===== config.mk =====
export PLATFORM = sky130hd
export DESIGN_NAME = remote_word_encoder
export DESIGN_NICKNAME = d
export VERILOG_FILES = /design/src/rtl/remote_enc_pkg.sv /design/src/rtl/remote_enc_tick.sv /design/src/rtl/remote_enc_seq.sv /design/src/rtl/remote_enc_line.sv /design/src/rtl/remote_word_encoder.sv
export SDC_FILE = /design/constraint.sdc
export NUM_CORES = 1
export LEC_CHECK = 0
export ABC_AREA = 1
export BUFFER_PORTS_ARGS = -buffer_cell sky130_fd_sc_hd__buf_2
export CAP_MARGIN = 20
export CORE_UTILIZATION = 25
export DETAILED_ROUTE_END_ITERATION = 8
export PLACE_DENSITY = 0.44
export SYNTH_ARGS = -nofsm -noshare
export SYNTH_HDL_FRONTEND = slang
export SYNTH_SLANG_ARGS = --single-unit

===== constraint.sdc =====
create_clock -name clk -period 3.67 [get_ports clk]
set_input_delay 0.5505 -clock clk [delete_from_list [all_inputs] [get_ports clk]]
set_output_delay 0.5505 -clock clk [all_outputs]
set_load 0.005 [all_outputs]

===== src/rtl/remote_enc_pkg.sv =====
package remote_enc_pkg;

    // Sub-slots per coded bit.
    localparam int SLOTS_PER_BIT = 3;

    typedef enum logic [1:0] {
        ST_IDLE  = 2'd0,
        ST_PILOT = 2'd1,
        ST_SYNC  = 2'd2,
        ST_BITS  = 2'd3
    } tx_state_e;

    typedef enum logic [1:0] {
        PH_LEAD = 2'd0,
        PH_MID  = 2'd1,
        PH_TAIL = 2'd2
    } bit_phase_e;

    typedef struct packed {
        tx_state_e  state;
        bit_phase_e phase;
        logic       cur_bit;
    } line_ctrl_t;

    // Line level for a given position in the frame.
    function automatic logic slot_level(line_ctrl_t c);
        logic lvl;
        case (c.state)
            ST_SYNC: lvl = 1'b1;
            ST_BITS: begin
                case (c.phase)
                    PH_LEAD: lvl = 1'b0;
                    PH_MID:  lvl = ~c.cur_bit;
                    default: lvl = 1'b1;
                endcase
            end
            default: lvl = 1'b0;
        endcase
        return lvl;
    endfunction

    function automatic bit_phase_e next_phase(bit_phase_e p);
        bit_phase_e n;
        case (p)
            PH_LEAD: n = PH_MID;
            PH_MID:  n = PH_TAIL;
            default: n = PH_LEAD;
        endcase
        return n;
    endfunction

endpackage


===== src/rtl/remote_enc_tick.sv =====
module remote_enc_tick #(
    parameter int SUB_CYC = 4
) (
    input  logic clk,
    input  logic rst,
    input  logic run,
    output logic tick
);
    localparam int CW = (SUB_CYC > 1) ? $clog2(SUB_CYC) : 1;
    localparam logic [CW-1:0] LAST = CW'(SUB_CYC - 1);

    logic [CW-1:0] cnt_q;

    assign tick = run && (cnt_q == LAST);

    always_ff @(posedge clk) begin
        if (rst || !run || tick) begin
            cnt_q <= '0;
        end else begin
            cnt_q <= cnt_q + 1'b1;
        end
    end
endmodule


===== src/rtl/remote_enc_seq.sv =====
module remote_enc_seq
    import remote_enc_pkg::*;
#(
    parameter int ADDR_W     = 8,
    parameter int DATA_W     = 4,
    parameter int PILOT_BITS = 12
) (
    input  logic              clk,
    input  logic              rst,
    input  logic              tick,
    input  logic              send_n,
    input  logic [ADDR_W-1:0] tag_addr,
    input  logic [DATA_W-1:0] tag_data,
    output logic              running,
    output line_ctrl_t        ctrl
);
    localparam int WORD_W      = ADDR_W + DATA_W;
    localparam int PILOT_SLOTS = PILOT_BITS * SLOTS_PER_BIT;
    localparam int IW          = $clog2(WORD_W);
    localparam int PW          = $clog2(PILOT_SLOTS);
    localparam logic [IW-1:0] LAST_BIT   = IW'(WORD_W - 1);
    localparam logic [PW-1:0] LAST_PILOT = PW'(PILOT_SLOTS - 1);

    tx_state_e         state_q;
    bit_phase_e        phase_q;
    logic [IW-1:0]     idx_q;
    logic [PW-1:0]     slot_q;
    logic [WORD_W-1:0] word_q;

    logic word_done;
    assign word_done = tick && (state_q == ST_BITS) &&
                       (phase_q == PH_TAIL) && (idx_q == LAST_BIT);

    always_ff @(posedge clk) begin
        if (rst) begin
            state_q <= ST_IDLE;
            phase_q <= PH_LEAD;
            idx_q   <= '0;
            slot_q  <= '0;
            word_q  <= '0;
        end else begin
            case (state_q)
                ST_IDLE: begin
                    if (!send_n) begin
                        state_q <= ST_PILOT;
                        slot_q  <= '0;
                        word_q  <= {tag_data, tag_addr};
                    end
                end
                ST_PILOT: begin
                    if (tick) begin
                        if (slot_q == LAST_PILOT) begin
                            state_q <= ST_SYNC;
                            slot_q  <= '0;
                        end else begin
                            slot_q <= slot_q + 1'b1;
                        end
                    end
                end
                ST_SYNC: begin
                    if (tick) begin
                        state_q <= ST_BITS;
                        phase_q <= PH_LEAD;
                        idx_q   <= '0;
                    end
                end
                default: begin
                    if (word_done) begin
                        phase_q <= PH_LEAD;
                        idx_q   <= '0;
                        if (!send_n) begin
                            state_q <= ST_PILOT;
                            slot_q  <= '0;
                            word_q  <= {tag_data, tag_addr};
                        end else begin
                            state_q <= ST_IDLE;
                        end
                    end else if (tick) begin
                        phase_q <= next_phase(phase_q);
                        if (phase_q == PH_TAIL) begin
                            idx_q <= idx_q + 1'b1;
                        end
                    end
                end
            endcase
        end
    end

    assign running       = (state_q != ST_IDLE);
    assign ctrl.state    = state_q;
    assign ctrl.phase    = phase_q;
    assign ctrl.cur_bit  = word_q[idx_q];
endmodule


===== src/rtl/remote_enc_line.sv =====
module remote_enc_line
    import remote_enc_pkg::*;
(
    input  line_ctrl_t ctrl,
    output logic       level
);
    assign level = slot_level(ctrl);
endmodule


===== src/rtl/remote_word_encoder.sv =====
module remote_word_encoder
    import remote_enc_pkg::*;
#(
    parameter int ADDR_W     = 8,
    parameter int DATA_W     = 4,
    parameter int PILOT_BITS = 12,
    parameter int SUB_CYC    = 4
) (
    input  logic              clk,
    input  logic              rst,
    input  logic [ADDR_W-1:0] tag_addr,
    input  logic [DATA_W-1:0] tag_data,
    input  logic              send_n,
    output logic              line_out,
    output logic              busy
);
    logic       tick;
    logic       running;
    line_ctrl_t ctrl;

    remote_enc_tick #(.SUB_CYC(SUB_CYC)) u_tick (
        .clk  (clk),
        .rst  (rst),
        .run  (running),
        .tick (tick)
    );

    remote_enc_seq #(
        .ADDR_W     (ADDR_W),
        .DATA_W     (DATA_W),
        .PILOT_BITS (PILOT_BITS)
    ) u_seq (
        .clk      (clk),
        .rst      (rst),
        .tick     (tick),
        .send_n   (send_n),
        .tag_addr (tag_addr),
        .tag_data (tag_data),
        .running  (running),
        .ctrl     (ctrl)
    );

    remote_enc_line u_line (
        .ctrl  (ctrl),
        .level (line_out)
    );

    assign busy = running;
endmodule


Word-level counts from Yosys, hierarchy flattened

Index checks and enable logic that the tools add are counted.
Widths: inputs -> output; s select.

Register bits: 28
Output and inout port bits: 2
Input bits: 15

Bitwise logic cells: 4
Muxes and demuxes: 29
Eq/ne operators: 12
Add/sub/neg operators: 3
Reductions and logical operators: 22
$lt $le $gt $ge: 1

Operators with widths:

| cell                | number |
|---|---|
| $mux 12             | 2 |
| $mux 6              | 4 |
| $pmux 12 s2         | 1 |
| $pmux 6 s3          | 1 |
| $mux 2              | 8 |
| $mux 4              | 4 |
| $eq 2x2->1 const B  | 4 |
| $pmux 2 s2          | 2 |
| $pmux 4 s2          | 1 |
| $add 6x1->6 const B | 1 |
| $eq 6x6->1 const B  | 1 |
| $pmux 2 s3          | 1 |
| $reduce_and 3->1    | 2 |
| $reduce_bool 2->1   | 3 |
| $reduce_bool 3->1   | 2 |
| $lt 4x5->1 const B  | 1 |
| $reduce_and 5->1    | 1 |
| $add 4x1->4 const B | 1 |
| $bmux 1 s4          | 1 |
| $eq 2x1->1 const B  | 2 |
| $eq 4x4->1 const B  | 1 |
| $logic_and 1x1->1   | 4 |
| $logic_not 2->1     | 2 |
| $ne 2x1->1 const B  | 2 |
| 11 further kinds    | 19 |

Depth between registers and ports, before layout

Gate-level depths: netlist of run 1.

Depth in word-level cells: 7
Depth in mapped cells: 11
Gate-level depth less buffers: 11

Cells and area by module

From an unflattened synthesis of run 1, not the netlist that was laid out.

Cell total of the unflattened synthesis: 244
Area total of the unflattened synthesis: 1,717.9 um^2

Modules (own cells, without submodules):

| module          | sequential area each (um^2) | area an instance (um^2) | instances | cells each |
|---|---|---|---|---|
| remote_enc_seq  | 520.5                       | 1,596.5                 | 1         | 227 |
| remote_enc_tick | 40.0                        | 88.8                    | 1         | 11 |
| remote_enc_line | 0.0                         | 32.5                    | 1         | 6 |

Worst setup path before layout of run 1

No wires, ideal clock.

Kind: register to output
Start: register u_seq.idx_q[0]
End: output port line_out
Cell stages (with the launch flop): 9
Path slack: 2,086 ps
Arrival time: 1,034 ps
Data required time: 3,119 ps
Buffers on the path: 1
Path through: dfxtp_1 > buf_2 > inv_1 > nand2_1 > nand3_1 > nand3_1 > nand3b_1 > nand2_1 > a21oi_1

Cells in the longest elaborated chain, start to end: 5

RTL lines:

| element                      | line                      | RTL |
|---|---|---|
| start: declaration           | remote_enc_seq.sv:26      | `logic [IW-1:0] idx_q;` |
| start signal: assignment     | remote_enc_seq.sv:81      | `idx_q <= idx_q + 1'b1;` |
| $bmux 1 s4                   | remote_enc_seq.sv:92      | `assign ctrl.cur_bit = word_q[idx_q];` |
| $mux 1 (not written as such) | remote_enc_seq.sv:92      |  |
| $not 1->1                    | remote_enc_pkg.sv:33      | `PH_MID: lvl = ~c.cur_bit;` |
| $pmux 1 s2                   | remote_enc_pkg.sv:31      | `case (c.phase)` |
| $pmux 1 s2                   | remote_enc_pkg.sv:28      | `case (c.state)` |
| end: declaration             | remote_word_encoder.sv:14 | `output logic line_out,` |

Every way passes these cells. The select of a mux whose other input is x is not followed.

Worst setup path in the final report of run 1

Ends and elaborated chain as after synthesis.

==> metrics.txt, run 1 <==
Netlist cell types 28; Levels on crit path 9; clock slew at reported path FFs roughly 0.1 ns; total core area 6030 µm²; number of diodes 0; path depth of the worst reg2reg path 10; Adder-Cell Fraction of Synth Area around 5.5%; R2R setup slack 1.85 ns; Worst R2R Start u_seq.state_q[0]$_SDFFE_PP0P_; Vias 1386; CP max-delay cell dfxtp_1; Tot GR Track Use between 10 and 15%; CP arrival about 1.6 ns; Slew @ Worst Pin about 0.42 ns; die width 81.9 µm; CTS Hold Bufs 0; per-cell routed wire length 11.4 µm; largest area contributor in the synthesized netlist dfxtp_1; cell family with most CP delay flip-flops; die height 81.9 µm; compound-cell area share of the yosys netlist 10.9%; Tcrit/Tclk final between 50% and 60%; DR DRC count 0; port bufs 16; vias per cell roughly 4.3; startpoint type of the worst setup path flip-flop; mux share of post-synthesis cell area 0%; Mean Syn Cell Area between 6 and 7 µm²; max-capacitance violation count 0; synth warn 0; final instance area around 1800 µm²; CP required 3.12 ns; endpoints failing setup 0; initial antenna violation count 0; CP startpoint u_seq.idx_q[0]$_SDFFE_PP0P_; Worst Path Max Fanout 9; Final WS setup 1.52 ns; Setup crit end kind primary output; Inserted Clock Buffers 3; CTS tree done; area delta synth->final 10.2%; Gate power share 47.7%; Min-Delay Path Class flip-flop to flip-flop; GRT overflow 0; synthesized flop and latch total 28; num ports 17; gpl congestion 0.800; power share of the clock group between 10% and 20%; Design Power roughly 1100 µW; # rows 28; Synth top area share between 30% and 40%; Pint between 500 and 600 µW; simple-gate portion of the synthesized area 36.1%; Critical Path End line_out; largest family of logic cells by synthesized area simple AND/OR/NAND/NOR gates; die area 6710 µm²; VDD IR max around 0.0003 V; top_reg_cell synth dfxtp_1; largest net degree at the start of global routing 21; ys async rst share 0%; Synth Area in XOR/XNOR between 2 and 2.5%; CP Cell Sequence inv_1 > nand2_1 > nand2_1 > nand2_1 > nand3_1 > nand3b_1 > nand2_1 > a21oi_1 > buf_2; post-CTS repair timing setup buffer count 0; clock root buffer clkbuf_8; Setup CP Type flip-flop to primary output; clk_lat worst skew 0.28 ns; Hold Violations, Final 0; Layout Skew between 0.002 and 0.003 ns; Longest Clk Path Bufs 2; nets around 270; total negative slack 0 ns; slowest stage delay, CP between 0.4 and 0.5 ns; Post-DRT Antenna Nets 0; synthesized cell area roughly 1600 µm²; total wire length about 3.7 mm; status finished clean; top cells by area, synth dfxtp_1 (35%), nand2_1 (16%), nand3_1 (8.2%); clock period minus worst slack ~2.2 ns; Final HPWL DP 2.71 mm; Slew Limit Fails 0; Psw roughly 470 µW; CTS-repair resized insts 0; share of cells above drive strength 1 ~12%; Flop pwr share 36.2%; most frequent cell after synthesis nand2_1; Sw Share between 40 and 50%; upper clock frequency limit approximately 460 MHz; Post-Place Setup Slack roughly 1.8 ns; Commonest cells post-synth nand2_1 (68), dfxtp_1 (28), nand3_1 (26); clk sinks 28; r2r endpoint u_seq.word_q[10]$_SDFFE_PP0P_; Placement Cell Area around 1700 µm²; cells after synthesis ~230; via count of the first global-routing pass 1366; RSZ-0062 raised after global routing no; H-tree levels 1; Post-synth EDFFs 0; Worst path most repeated cell nand2_1; Hold Path Cell Cnt 1; Synth Net Count 254; Power Density roughly 600 nW/µm²; Starting Density between 20% and 30%; DR iter-0 viols 53; register area share after synthesis a little over a third; Buf/Inv on CP 2; Rel. slew slack approximately 72%; Filler cells 670; leakage power 0.000760 µW; global-route wire length before repair about 6.3 mm; drt first pass iters 4
cell usage in the layout, fill, tap and decap left out:
| cell type | netlist | routed |
|---|---|---|
| buf_4 | 1 | 1 |
| inv_2 | 1 | 1 |
| inv_1 | 25 | 25 |
| nor2_4 | 2 | 2 |
| dfxtp_1 | 28 | 28 |
| nand2_2 | 1 | 1 |
| a22oi_1 | 1 | 1 |
| xnor2_1 | 1 | 1 |
| a211oi_1 | 2 | 2 |
| clkbuf_8 | 1 | 3 |
| nand3b_4 | 1 | 1 |
| inv_4 | 1 | 1 |
| nor2_2 | 1 | 1 |
| nand2_4 | 2 | 2 |
| a21oi_4 | 1 | 1 |
| nor2_1 | 22 | 22 |
| nand2_1 | 68 | 68 |
| buf_2 | 1 | 16 |
| o21ai_0 | 2 | 2 |
| nand3b_1 | 2 | 2 |
| nand3_1 | 26 | 26 |
| xor2_1 | 3 | 3 |
| a21oi_1 | 25 | 25 |
| ha_1 | 7 | 7 |
| nor3_1 | 3 | 3 |
final cells by class:
cell class	count	area (µm²)	share of cell area [%]
Multi-Input combinational cell	170	872	49.6
Inverter	27	104	5.90
Sequential cell	28	561	31.9
Clock buffer	3	41.3	2.35
Timing Repair Buffer	17	87.6	4.98
Tap cell	75	93.8	5.33
cells by family (layout without fill, tap and decap cells):
logic type,count (synthesis),count (layout)
AND/OR/NAND/NOR,128,128
buffers and inverters,34,47
AO/OA/AOI/OAI,31,31
flip-flops,28,28
adder cells (fa/ha/maj),7,7
XOR/XNOR,4,4
through the flow:
stage                     hold WS [ns]  util, %  std cells
after floorplan                  0.398        -        232
after global placement           0.416     28.5        317
after detailed placement         0.416     28.5        317
after CTS                        0.432     29.2        320
after global routing             0.473     29.2        320
final                            0.428     29.2        320
metal layers:
layer / GRT usage (%) / share of wire [%] / vias up
met1: 15.0 / 48 / 602
met2: 21.9 / 47 / 18
met4: 3.16 / 0.85 / 0
met3: 2.67 / 3.8 / 2
met5: 0 / 0 / -
li1: - / - / 764
worst min path at each step:
stage,slack (ns),endpoint,start
after global placement,0.42,u_tick.cnt_q[0]$_SDFF_PP0_,u_tick.cnt_q[0]$_SDFF_PP0_
final,0.43,u_tick.cnt_q[0]$_SDFF_PP0_,u_tick.cnt_q[0]$_SDFF_PP0_
after global routing,0.47,u_tick.cnt_q[0]$_SDFF_PP0_,u_tick.cnt_q[0]$_SDFF_PP0_
after CTS,0.43,u_tick.cnt_q[0]$_SDFF_PP0_,u_tick.cnt_q[0]$_SDFF_PP0_
after floorplan,0.40,u_tick.cnt_q[0]$_SDFF_PP0_,u_tick.cnt_q[0]$_SDFF_PP0_
after detailed placement,0.42,u_tick.cnt_q[0]$_SDFF_PP0_,u_tick.cnt_q[0]$_SDFF_PP0_
flip-flops by register name, indices dropped and copies added (netlist names):
register,flops
u_seq.slot_q,6
u_tick.cnt_q,2
u_seq.phase_q,2
u_seq.word_q,12
u_seq.idx_q,4
u_seq.state_q,2
power by group through the flow:
stage                     Clock, µW  Sequential, µW  Combinational (µW)
final                           172             388                 511
after global routing            191             396                 596
after CTS                       185             388                 525
after detailed placement          0             395                 524
after global placement            0             396                 528
after floorplan                   0             386                 451
Note: power is estimated with default switching activity, not from simulation.
==> run 2, diff against run 1 <==
==> constraint.sdc (replaced) <==
create_clock -name clk -period 2 [get_ports clk]
set_input_delay 0.3 -clock clk [delete_from_list [all_inputs] [get_ports clk]]
set_output_delay 0.3 -clock clk [all_outputs]
set_load 0.005 [all_outputs]
==> metrics.txt, run 2 (same netlist as run 1, synthesis figures left out) <==
endpoints failing setup 0 (unchanged); fin cells 324 (+1.3%); leakage power 0.000782 µW (+2.9%); GRT overflow 0 (unchanged); Filler cells 695 (+3.7%); status finished clean; die area 6710 µm² (unchanged); total core area 6030 µm² (unchanged); Worst R2R Start u_seq.state_q[0]$_SDFFE_PP0P_; total negative slack 0 ns (unchanged); port bufs 16 (unchanged); max-capacitance violation count 0 (unchanged); Tot GR Track Use 12.0% (-0.42 points); Hold Startpoint tag_addr[4]; Tcrit/Tclk final between 80% and 90%; DR DRC count 0 (unchanged); RSZ-0062 raised after global routing no; Layout Skew 0.00304 ns (+0.000496 ns); Power Density 1130 nW/µm² (+85%); r2r endpoint u_seq.word_q[1]$_SDFFE_PP0P_; H-tree levels 1 (unchanged); startpoint type of the worst setup path flip-flop; share of cells above drive strength 1 14.1% (+1.8 points); per-cell routed wire length 11.0 µm (-3.4%); Vias 1408 (+1.6%); global-route wire length before repair 6.14 mm (-2.6%); clock root buffer clkbuf_8; upper clock frequency limit roughly 560 MHz; VDD IR max 0.000684 V (+120%); Longest Clk Path Bufs 2 (unchanged); Inserted Clock Buffers 3 (unchanged); gpl congestion 0.724 (-9.5%); Post-Place Setup Slack 0.225 ns (-1.60 ns); clk_lat worst skew 0.28 ns (about the same); CTS tree done; most frequent cells in the layout nand2_1 (68), dfxtp_1 (28), nand3_1 (26); die height 81.9 µm (unchanged); nets 272 (+1.1%); Rel. slew slack 76.9% (+4.6 points); Final HPWL DP 2.73 mm (+0.69%); total wire length 3.57 mm (-2.2%); DR iter-0 viols 70 (+32%); Min-Delay Path Class input pin to flip-flop; R2R setup slack 0.24 ns (-1.61 ns); initial antenna violation count 0 (unchanged); CP required 1.70 ns (-1.42 ns); drt first pass iters 4 (unchanged); largest net degree at the start of global routing 20 (-4.8%); Hold Path Cell Cnt 3 (+2); Post-DRT Antenna Nets 0 (unchanged); dpl cells 320 (+0.95%); Final WS setup 0.201 ns (-1.31 ns); Starting Density 26.5% (unchanged); Slew Limit Fails 0 (unchanged); via count of the first global-routing pass 1345 (-1.5%); area delta synth->final 12.5%; vias per cell 4.35 (+0.33%); Worst Path Max Fanout 6 (-3); most common cell after layout, fill and taps aside nand2_1; Hold Violations, Final 0 (unchanged); clock slew at reported path FFs 0.10 ns (about the same); post-CTS repair timing setup buffer count 0 (unchanged); clk sinks 28 (unchanged); max FFs per register 12 (unchanged); Slew @ Worst Pin 0.347 ns (-0.0693 ns); Setup CP Type flip-flop to primary output; Reg with most FFs u_seq.word_q; worst hold endpoint u_seq.word_q[4]$_SDFFE_PP0P_; die width 81.9 µm (unchanged); path depth of the worst reg2reg path 10 (unchanged); CP arrival 1.50 ns (-0.10 ns); # rows 28 (unchanged); Setup crit end kind primary output; num ports 17 (unchanged); Largest regs u_seq.word_q (12), u_seq.slot_q (6), u_seq.idx_q (4); clock period minus worst slack between 1.5 and 2 ns; number of diodes 0 (unchanged)
[run 2: cell types whose count changed in the layout (fill, tap and decap cells not counted)]
cell      change
buf_4         +3
clkbuf_8      +1
inv_1         -1
inv_2         +1
[run 2: critical path: stages, from the launching register on]
cell,delay (ns)
dfxtp_1,0.40
buf_4,0.18
nand2_1,0.06
nand3_1,0.08
nand3_1,0.08
nand3b_1,0.10
nand2_1,0.07
a21oi_1,0.13
buf_2,0.13
[run 2: worst max path at each step]
stage                                  startpoint                       endpoint  slack, ns
finish                u_seq.idx_q[0]$_SDFFE_PP0P_                       line_out       0.20
global route          u_seq.idx_q[0]$_SDFFE_PP0P_                       line_out       0.04
CTS                   u_seq.idx_q[0]$_SDFFE_PP0P_                       line_out       0.13
detailed placement  u_seq.state_q[0]$_SDFFE_PP0P_   u_seq.word_q[8]$_SDFFE_PP0P_       0.23
global placement    u_seq.state_q[0]$_SDFFE_PP0P_   u_seq.word_q[6]$_SDFFE_PP0P_       0.26
floorplan           u_seq.state_q[0]$_SDFFE_PP0P_  u_seq.word_q[11]$_SDFFE_PP0P_       0.43
[run 2: power breakdown]
part | switching [µW] | total, µW | internal, µW | leakage, µW
combinational | 629 | 955 | 325 | 0.000526
sequential | 56.1 | 708 | 652 | 0.000228
clock | 187 | 364 | 177 | 0.0000288
[run 2: cell type report]
type                    count  area (µm²)  area share (%)
repair buffers             20         110            6.13
well taps                  75        93.8            5.23
inverters                  27         104            5.78
flip-flops and latches     28         561            31.2
multi-input cells         170         872            48.6
clock buffers               4        55.1            3.07
[run 2: stage by stage]
stage	hold slack, ns	power (µW)	util, %	cell area (µm²)
2_1_floorplan	0.398	1530	-	1600
6_report	0.283	2030	29.8	1800
3_3_place_gp	0.411	1700	28.9	1740
5_1_grt	0.277	2230	29.8	1800
4_1_cts	0.277	2070	29.8	1800
3_5_place_dp	0.411	1700	28.9	1740
[run 2: metal layers]
layer | track usage (%) | vias to the layer above | routed length, µm
li1 | - | 777 | -
met1 | 15.1 | 616 | 1810
met2 | 20.6 | 13 | 1630
met3 | 3.00 | 2 | 117
met4 | 2.11 | 0 | 17
met5 | 0 | - | 0
[run 2: timing repair]
action                                  CTS  global route
endpoints found under the setup margin    0             1
hold buffers                              0             0
resized for setup                         0             1
